--- src/rtl/eth_rx_hdr_parser.sv ---
module eth_rx_hdr_parser #(
  parameter int FIFO_WORDS = 380,
  parameter int LEN_W      = 16
) (
  input  logic                          clk,
  input  logic                          rst_n,
  input  logic                          in_valid,
  input  logic                          in_sof,
  input  logic                          in_eof,
  input  logic [31:0]                   in_data,
  input  logic                          pkt_release,
  output logic                          fifo_wr_en,
  output logic [$clog2(FIFO_WORDS)-1:0] fifo_wr_addr,
  output logic [31:0]                   fifo_wr_data,
  output logic                          fifo_flush,
  output logic                          info_valid,
  output logic [2:0]                    info_proto,
  output logic [5:0]                    info_ip_hlen,
  output logic [5:0]                    info_l4_hlen,
  output logic [LEN_W-1:0]              info_data_len,
  output logic                          csum_err,
  output logic                          ovf_flag
);
  localparam int AW = $clog2(FIFO_WORDS);
  localparam int CW = AW + 1;
  localparam logic [CW-1:0] I_TYPE = CW'(3);
  localparam logic [CW-1:0] I_TOT  = CW'(4);
  localparam logic [CW-1:0] I_PROT = CW'(5);
  localparam logic [CW-1:0] I_TCP  = CW'(6);
  localparam logic [2:0] P_OTHER = 3'd0, P_ARP = 3'd1, P_RARP = 3'd2,
                         P_IP = 3'd3, P_TCP = 3'd4, P_UDP = 3'd5;

  logic [CW-1:0] cnt, idx, ihl_x;
  logic          in_frame, drop_r, busy_eff, accept;
  logic [15:0]   type_r, tot_r, udp_r, type_eff;
  logic [3:0]    ihl_r, doff_r, ihl_eff;
  logic [7:0]    prot_r;
  logic [21:0]   acc, acc_base, acc_next;
  logic [CW:0]   hw_up, hw_lo, hw_end;
  logic          up_in, lo_in, is_ip, sum_ok;
  logic [16:0]   fold1;
  logic [15:0]   fold2;
  logic [5:0]    ip_hl, tcp_hl;

  assign busy_eff = info_valid & ~pkt_release;
  assign accept   = in_valid & (in_sof ? ~busy_eff : (in_frame & ~drop_r));
  assign idx      = in_sof ? '0 : cnt;
  assign ihl_x    = {{(CW-4){1'b0}}, ihl_r};
  assign ihl_eff  = (idx == I_TYPE) ? in_data[11:8] : ihl_r;
  assign type_eff = (idx == I_TYPE) ? in_data[31:16] : ((idx < I_TYPE) ? 16'h0 : type_r);

  assign fifo_wr_en   = accept && (idx < CW'(FIFO_WORDS));
  assign fifo_wr_addr = idx[AW-1:0];
  assign fifo_wr_data = in_data;

  assign hw_up  = {idx, 1'b0};
  assign hw_lo  = {idx, 1'b1};
  assign hw_end = (CW+1)'(7) + {{(CW-4){1'b0}}, ihl_eff, 1'b0};
  assign up_in  = (hw_up >= (CW+1)'(7)) && (hw_up < hw_end);
  assign lo_in  = (hw_lo >= (CW+1)'(7)) && (hw_lo < hw_end);
  assign acc_base = in_sof ? '0 : acc;
  assign acc_next = acc_base + (up_in ? {6'd0, in_data[31:16]} : 22'd0)
                             + (lo_in ? {6'd0, in_data[15:0]}  : 22'd0);
  assign fold1  = {1'b0, acc_next[15:0]} + {11'd0, acc_next[21:16]};
  assign fold2  = fold1[15:0] + {15'd0, fold1[16]};
  assign sum_ok = (fold2 == 16'hFFFF);
  assign is_ip  = (type_eff == 16'h0800);
  assign ip_hl  = {ihl_r, 2'b00};
  assign tcp_hl = {doff_r, 2'b00};

  always_ff @(posedge clk or negedge rst_n) begin
    if (!rst_n) begin
      cnt <= '0; in_frame <= 1'b0; drop_r <= 1'b0;
      type_r <= '0; tot_r <= '0; udp_r <= '0; ihl_r <= '0; doff_r <= '0; prot_r <= '0;
      acc <= '0;
      info_valid <= 1'b0; info_proto <= '0; info_ip_hlen <= '0; info_l4_hlen <= '0;
      info_data_len <= '0; csum_err <= 1'b0; fifo_flush <= 1'b0; ovf_flag <= 1'b0;
    end else begin
      csum_err   <= 1'b0;
      fifo_flush <= 1'b0;
      if (in_valid && in_sof && busy_eff) ovf_flag <= 1'b1;
      if (pkt_release) begin
        info_valid <= 1'b0; info_proto <= '0; info_ip_hlen <= '0;
        info_l4_hlen <= '0; info_data_len <= '0;
      end
      if (in_valid && in_sof) begin
        drop_r   <= busy_eff;
        in_frame <= ~in_eof;
      end else if (in_valid && in_frame && in_eof) begin
        in_frame <= 1'b0;
      end
      if (accept) begin
        cnt <= idx + CW'(1);
        acc <= acc_next;
        if (in_sof) type_r <= '0;
        if (idx == I_TYPE) begin
          type_r <= in_data[31:16];
          ihl_r  <= in_data[11:8];
        end
        if (idx == I_TOT)  tot_r  <= in_data[31:16];
        if (idx == I_PROT) prot_r <= in_data[7:0];
        if (idx > I_PROT && idx == I_TOT + ihl_x) udp_r  <= in_data[15:0];
        if (idx > I_PROT && idx == I_TCP + ihl_x) doff_r <= in_data[15:12];
        if (in_eof) begin
          if (is_ip && !sum_ok) begin
            csum_err <= 1'b1; fifo_flush <= 1'b1;
            info_valid <= 1'b0; info_proto <= '0; info_ip_hlen <= '0;
            info_l4_hlen <= '0; info_data_len <= '0;
          end else if (is_ip) begin
            info_valid   <= 1'b1;
            info_ip_hlen <= ip_hl;
            case (prot_r)
              8'd6: begin
                info_proto    <= P_TCP;
                info_l4_hlen  <= tcp_hl;
                info_data_len <= LEN_W'(tot_r) - LEN_W'(ip_hl) - LEN_W'(tcp_hl);
              end
              8'd17: begin
                info_proto    <= P_UDP;
                info_l4_hlen  <= 6'd8;
                info_data_len <= LEN_W'(udp_r) - LEN_W'(8);
              end
              default: begin
                info_proto    <= P_IP;
                info_l4_hlen  <= '0;
                info_data_len <= LEN_W'(tot_r) - LEN_W'(ip_hl);
              end
            endcase
          end else begin
            info_valid    <= 1'b1;
            info_ip_hlen  <= '0;
            info_l4_hlen  <= '0;
            info_data_len <= '0;
            case (type_eff)
              16'h0806: info_proto <= P_ARP;
              16'h8035: info_proto <= P_RARP;
              default:  info_proto <= P_OTHER;
            endcase
          end
        end
      end
    end
  end

  AST_ERR_FLUSH: assert property (@(posedge clk) disable iff (!rst_n)
    csum_err |-> (fifo_flush && !info_valid && info_data_len == '0));
  AST_BUSY_NO_WRITE: assert property (@(posedge clk) disable iff (!rst_n)
    (info_valid && !pkt_release) |-> !fifo_wr_en);
  AST_OVF_STICKY: assert property (@(posedge clk) disable iff (!rst_n)
    ovf_flag |=> ovf_flag);
  AST_INFO_HOLD: assert property (@(posedge clk) disable iff (!rst_n)
    (info_valid && !pkt_release) |=> (info_valid && $stable(info_proto) && $stable(info_data_len)));
  AST_RELEASE_CLEAR: assert property (@(posedge clk) disable iff (!rst_n)
    (pkt_release && !in_valid) |=> !info_valid);
  AST_NONIP_ZERO: assert property (@(posedge clk) disable iff (!rst_n)
    (info_valid && info_proto < 3'd3) |-> (info_ip_hlen == '0 && info_data_len == '0));
endmodule

--- config.mk ---
export PLATFORM = sky130hd
export DESIGN_NAME = eth_rx_hdr_parser
export DESIGN_NICKNAME = d
export VERILOG_FILES = /design/src/rtl/eth_rx_hdr_parser.sv
export SDC_FILE = /design/constraint.sdc
export NUM_CORES = 1
export LEC_CHECK = 0
export BUFFER_PORTS_ARGS = -buffer_cell sky130_fd_sc_hd__buf_4
export CAP_MARGIN = 20
export CORE_UTILIZATION = 54
export CTS_CLUSTER_SIZE = 24
export DETAILED_ROUTE_END_ITERATION = 7
export GPL_ROUTABILITY_DRIVEN = 0
export PLACE_DENSITY_LB_ADDON = 0.1
export SYNTH_ARGS = -nofsm -noshare
export SYNTH_HDL_FRONTEND = slang
export SYNTH_SLANG_ARGS = --single-unit
--- constraint.sdc ---
create_clock -name clk -period 9.4 [get_ports clk]
set_clock_uncertainty 0.1 [all_clocks]
set_input_delay 1.88 -clock clk [delete_from_list [all_inputs] [get_ports clk]]
set_output_delay 1.88 -clock clk [all_outputs]
set_load 0.01 [all_outputs]
After elaboration in Yosys (flattened, before gate mapping)
Index checks and enable logic that the tools add are counted.
{"block": "word_totals", "ff_bits": 132, "input_bits": 38, "elab_cells": 114, "output_inout_bits": 77}
{"block": "op_classes", "add_sub_neg": 11, "n_mux": 43, "bitwise_logic": 7, "magnitude_cmp": 7, "eq_ne": 11, "n_reduce_logical": 18}
{"op": "$mux W16", "count": 11}
{"op": "$mux W6", "count": 10}
{"op": "$add A22 B16 Y22", "count": 2}
{"op": "$eq A16 B12 Y1 const B", "count": 2}
{"op": "$eq A16 B16 Y1 const B", "count": 2}
{"op": "$pmux W16 S2", "count": 1}
{"op": "$sub A16 B6 Y16", "count": 2}
{"op": "$ge A11 B3 Y1 const B", "count": 2}
{"op": "$lt A11 B6 Y1", "count": 2}
{"op": "$mux W22", "count": 1}
{"op": "$eq A10 B3 Y1 const B", "count": 2}
{"op": "$eq A10 B5 Y1", "count": 2}
{"op": "$add A16 B6 Y17", "count": 1}
{"op": "$add A16 B1 Y16", "count": 1}
{"op": "$sub A16 B4 Y16 const B", "count": 1}
{"op": "$mux W3", "count": 5}
{"op": "$pmux W6 S2", "count": 1}
{"op": "$add A10 B1 Y10 const B", "count": 1}
{"op": "$add A3 B4 Y5 const A", "count": 2}
{"op": "$eq A10 B2 Y1 const B", "count": 1}
{"op": "$gt A10 B3 Y1 const B", "count": 1}
{"op": "$logic_and A1 B1 Y1", "count": 10}
{"op": "$lt A10 B2 Y1 const B", "count": 1}
{"op": "$lt A10 B9 Y1 const B", "count": 1}
{"op": "other kinds (13)", "count": 32}

Depth between registers and ports, before layout
{"block": "logic_depth", "depth_word": 17, "ltp_mapped": 51, "depth_no_buf": 45}

Worst setup path before layout
OpenSTA, ideal clock, no wires.
{"block": "synth_path", "path_type": "input to register", "startpoint": "input port in_sof", "endpoint": "register info_data_len[12]", "path_buffers": 7, "t_required_ns": 9.226, "setup_slack_ns": -2.371, "arrival_time_ns": 11.597, "stages": 47, "setup_ns": 0.074, "cell_sequence": "clkbuf_1 inv_1 clkbuf_1 nand2_1 inv_1 ha_1 clkbuf_1 nand2b_4 buf_6 clkbuf_1 mux2_2 xnor2_1 ha_1 a21oi_1 nor3b_1 or3_1 nor3_1 clkbuf_1 [... 11 more ...] ha_1 inv_1 fa_1 nor2b_1 o211ai_1 a21oi_1 nand3_1 nor4_1 nor3b_1 ha_1 ha_1 and2_1 nand2b_1 o32ai_1 and3_1 o2111ai_4 buf_6 o21ai_2"}
{"block": "synth_between", "elab_chain_len": 17, "word_cells_on_any_way": 30, "classes_between": "5 x add/sub; 5 x order compare; 3 x eq/ne; 12 x mux; 1 x bitwise; 4 x reduce/logical"}
{"element": "start, declared", "line_no": "8", "source": "input logic in_sof,"}
{"element": "$mux W10 (*)", "line_no": "47", "source": "assign idx = in_sof ? '0 : cnt;"}
{"element": "net fifo_wr_addr[1]", "line_no": "13", "source": "output logic [$clog2(FIFO_WORDS)-1:0] fifo_wr_addr,"}
{"element": "$eq A10 B2 Y1", "line_no": "49", "source": "assign ihl_eff = (idx == I_TYPE) ? in_data[11:8] : ihl_r;"}
{"element": "$mux W4"}
{"element": "$add A3 B5 Y6", "line_no": "58", "source": "assign hw_end = (CW+1)'(7) + {{(CW-4){1'b0}}, ihl_eff, 1'b0};"}
{"element": "$lt A11 B6 Y1", "line_no": "59", "source": "assign up_in = (hw_up >= (CW+1)'(7)) && (hw_up < hw_end);"}
{"element": "$logic_and A1 B1 Y1", "line_no": "59"}
{"element": "$mux W16", "line_no": "62", "source": "assign acc_next = acc_base + (up_in ? {6'd0, in_data[31:16]} : 22'd0)"}
{"element": "[... 2 more ...]"}
{"element": "net acc_next[16]", "line_no": "38", "source": "logic [21:0] acc, acc_base, acc_next;"}
{"element": "$add A16 B6 Y17 (*)", "line_no": "64", "source": "assign fold1 = {1'b0, acc_next[15:0]} + {11'd0, acc_next[21:16]};"}
{"element": "$add A16 B1 Y16 (*)", "line_no": "65", "source": "assign fold2 = fold1[15:0] + {15'd0, fold1[16]};"}
{"element": "$eq A16 B16 Y1 (*)", "line_no": "66", "source": "assign sum_ok = (fold2 == 16'hFFFF);"}
{"element": "$logic_not A1 Y1 (*)", "line_no": "105", "source": "if (is_ip && !sum_ok) begin"}
{"element": "$logic_and A1 B1 Y1 (*)", "line_no": "105"}
{"element": "$mux W16 (*)", "line_no": "105"}
{"element": "$mux W16 (*)", "line_no": "104", "source": "if (in_eof) begin"}
{"element": "$mux W16 (*)", "line_no": "92", "source": "if (accept) begin"}
{"element": "end signal, assigned", "line_no": "116", "source": "info_data_len <= LEN_W'(tot_r) - LEN_W'(ip_hl) - LEN_W'(tcp_hl);"}
{"element": "end signal, assigned", "line_no": "121", "source": "info_data_len <= LEN_W'(udp_r) - LEN_W'(8);"}
{"element": "end signal, assigned", "line_no": "126", "source": "info_data_len <= LEN_W'(tot_r) - LEN_W'(ip_hl);"}
{"element": "end, declared", "line_no": "20", "source": "output logic [LEN_W-1:0] info_data_len,"}
Mark *: on every way through the listed nets, which the timed path passes. The rest lies on a longest branch.
A chain may end at the register's enable or synchronous reset.

Worst setup path in the final report
{"block": "layout_path", "startpoint": "input port in_sof", "endpoint": "register info_ip_hlen[2]"}
{"block": "layout_between", "elab_chain_len": 17, "word_cells_on_any_way": 30, "classes_between": "5 x add/sub; 5 x order compare; 3 x eq/ne; 12 x mux; 1 x bitwise; 4 x reduce/logical"}
{"element": "$mux W10", "line_no": "47"}
{"element": "$eq A10 B2 Y1", "line_no": "49"}
{"element": "$mux W4"}
{"element": "$add A3 B5 Y6", "line_no": "58"}
{"element": "$lt A11 B6 Y1", "line_no": "59"}
{"element": "$logic_and A1 B1 Y1", "line_no": "59"}
{"element": "$mux W16", "line_no": "62"}
{"element": "$add A22 B16 Y22", "line_no": "62"}
{"element": "[... 1 more ...]"}
{"element": "net acc_next[16]", "line_no": "38"}
{"element": "$add A16 B6 Y17 (*)", "line_no": "64"}
{"element": "$add A16 B1 Y16 (*)", "line_no": "65"}
{"element": "$eq A16 B16 Y1 (*)", "line_no": "66"}
{"element": "$logic_not A1 Y1 (*)", "line_no": "105"}
{"element": "$logic_and A1 B1 Y1 (*)", "line_no": "105"}
{"element": "$mux W6 (*)", "line_no": "105"}
{"element": "$mux W6 (*)", "line_no": "104"}
{"element": "$mux W6 (*)", "line_no": "92"}
{"element": "end signal, assigned", "line_no": "111", "source": "info_ip_hlen <= ip_hl;"}
{"element": "end, declared", "line_no": "18", "source": "output logic [5:0] info_ip_hlen,"}
Marks and branches as above.

==> metrics.txt <==
status finished, violations left; failing checks negative setup slack; DR pass1 iterations 5; Routed WL 29730 um; DP HPWL 21560 um; Power Dens Cells 270.8 mW/mm2; RSZ-0062 raised after global routing yes; asr flop ratio synth 100.0%; Peak supply drop 162.8 uV; Arr. time, crit path 10.23 ns; post-synthesis cell count 1125; largest net degree at the start of global routing 70; CP Launch Type primary input; Slew HR 36.89%; die width 135.7 um; CTS Buffer Depth 2; CP Class primary input to flop; Crit path required time 9.66 ns; Seq/Total Area, Yosys 34.23%; fin util 72.99%; Antenna Nets Post-Route 0; hold crit path type flop to flop; Layout area overhead 31.29%; setup ws final -0.5672 ns; total power 3.431 mW; n_diodes 0; total number of vias 9013; I/O pin cnt 115; CTS root buf clkbuf_16; CTS Hold Buffers Added 0; worst-path maximum fanout 7; Placeable Area 0.01736 mm2; input/output buffers 114; Total GRT Usage 32.84%; Synth cell types 73; Post-Syn Area 0.009649 mm2; final hold viol count 0; Tightest Pin Transition 0.9461 ns; CTS clock-pin slew for the worst setup and hold paths 0.07 ns; Final Max Slew Viols 0; Fillers 1324; Final Instance Area 0.01267 mm2; effective utilization at floorplan 55.59%; post-place instance area 0.01142 mm2; Die Y 135.7 um; CTS tree built; Sinks on Clock Net 132; Die Area 0.01841 mm2; Tcrit/Tclk final 106.0%; Pleak 5.946 nW; Post-synth EDFFs 0; synthesized flop and latch total 132; hold_ws 0.3781 ns; first-pass GRT wire length 45660 um; mean post-synth cell area 8.577 um2; Inst Count DP 1495; FMAX 100.3 MHz; non-filler cells, final 1555; H-tree depth 4; number of global-route vias before repair 8641; worst skew pair latency 0.43 ns; Yosys warning count 0; FP Rows 48; DRC 0; minimum clock period 9.967 ns; Final #Nets 1419; Setup-failing EPs final 29; Initial DRC Count 517; leading register cell type out of synthesis dfrtp_1; Net Count, Synth 1227; Worst Setup End Kind flop; MaxCap Viol Count 0; initial antenna violation count 0; slowest cell delay on critical path 0.50 ns; layout cells sized above 1 32.63%; Slowest-stage cell, CP fa_1; cts bufs inserted 17; DR WL/cell 19.12 um; total congestion overflow 0; Avg Vias per Cell 5.796
synthesized netlist by cell type (all sizes together), types with 8 or more instances:
cell type,number,share of area [%]
nor2b,14,0.91
xor2,32,2.9
nor4,15,0.97
o21ai,97,5.8
nand3,40,2.1
nor2,68,2.6
mux2,30,3.5
a21oi,57,3.0
nand4,19,1.2
buf,38,3.0
dfrtp,132,34
clkbuf,41,1.6
o211ai,11,0.86
or3,8,0.52
and2,11,0.71
nor3,20,1.0
xnor2,39,3.5
mux2i,9,0.93
a211oi,12,0.99
nand2,173,6.7
a31oi,8,0.52
fa,20,4.1
ha,44,5.7
nand2b,10,0.73
or2,8,0.52
inv,76,3.0
path summary, 6_finish.rpt:
path / start / slack, ns / cells after the start / end
hold / removal: acc[0] / 0.38 / 2 / acc[0]
setup / recovery: in_sof / -0.57 / 44 / info_ip_hlen[2]
hold reg to reg: acc[0] / 0.38 / 2 / acc[0]
min in group asynchronous: rst_n / 1.33 / 1 / info_ip_hlen[1]
max in group asynchronous: rst_n / 6.54 / 2 / acc[11]
setup reg to reg: cnt[6] / -0.04 / 43 / info_ip_hlen[2]
metrics by stage:
step                setup TNS [ns]  setup WS [ns]
CTS                         -7.393        -0.3160
global placement            -19.73        -0.7543
floorplan                   -25.16        -0.9200
finish                      -15.27        -0.5672
global route                -28.50         -1.019
detailed placement          -25.98         -1.004
flip-flops by register name, indices dropped and copies added (netlist names):
register       cells
info_valid         1
doff_r             4
csum_err           1
tot_r             16
acc               22
ihl_r              4
cnt               10
udp_r             16
info_proto         3
info_ip_hlen       6
in_frame           1
type_r            16
prot_r             8
drop_r             1
ovf_flag           1
info_l4_hlen       6
info_data_len     16
layout make-up:
type	count	area [um2]	share of cell area, %
clock inverters	15	188.9	1.491
clock buffers	17	425.4	3.358
inverters	76	305.3	2.410
multi-input cells	838	6152	48.56
flip-flops and latches	132	3303	26.07
well taps	225	281.5	2.222
repair buffers	252	2012	15.88
kinds of logic after synthesis:
group	count (synthesis)	synth area share (%)
and+or+nand+nor	417	20.88
AOI/OAI and AO/OA	247	16.60
buffers and inverters	155	7.560
DFF	132	34.23
xor gates and xnor gates	71	6.445
adders and majority gates	64	9.855
muxes	39	4.435
critical path, delay by kind of cell:
kind                       cells  cell delay (ns)
buffers and inverters          7             0.78
xor gates and xnor gates       3             0.41
muxes                          1             0.34
AOI/OAI and AO/OA             14             2.45
adders and majority gates      7             2.00
and+or+nand+nor               12             2.36
cells in the final DEF (no fill, tap or decap), drive strengths merged, types with 32 or more instances in the layout:
cell type	instances
xnor2	39
nor2	68
dfrtp	132
inv	83
nand2	173
nand3	40
buf	251
xor2	32
a21oi	57
o21ai	97
ha	44
report_power, final:
part           switching [mW]  total [mW]  internal [mW]
Combinational            1.08        1.97          0.889
Sequential             0.0975       0.760          0.662
Clock                   0.296       0.700          0.404
timing repair:
item / 4_1_cts / 5_1_grt
pin swaps: 31 / 30
setup endpoints to repair: 29 / 29
setup buffers: 17 / 11
gates resized for setup: 40 / 37
metal layers:
| layer | routed length, um | vias to the layer above | GRT usage [%] |
|---|---|---|---|
| met5 | 0 | - | 0 |
| met2 | 14780 | 317 | 55.39 |
| met3 | 1315 | 89 | 4.078 |
| met1 | 12210 | 4341 | 40.88 |
| li1 | - | 4266 | - |
| met4 | 1422 | 0 | 17.73 |
(Power assumes the default switching activity.)
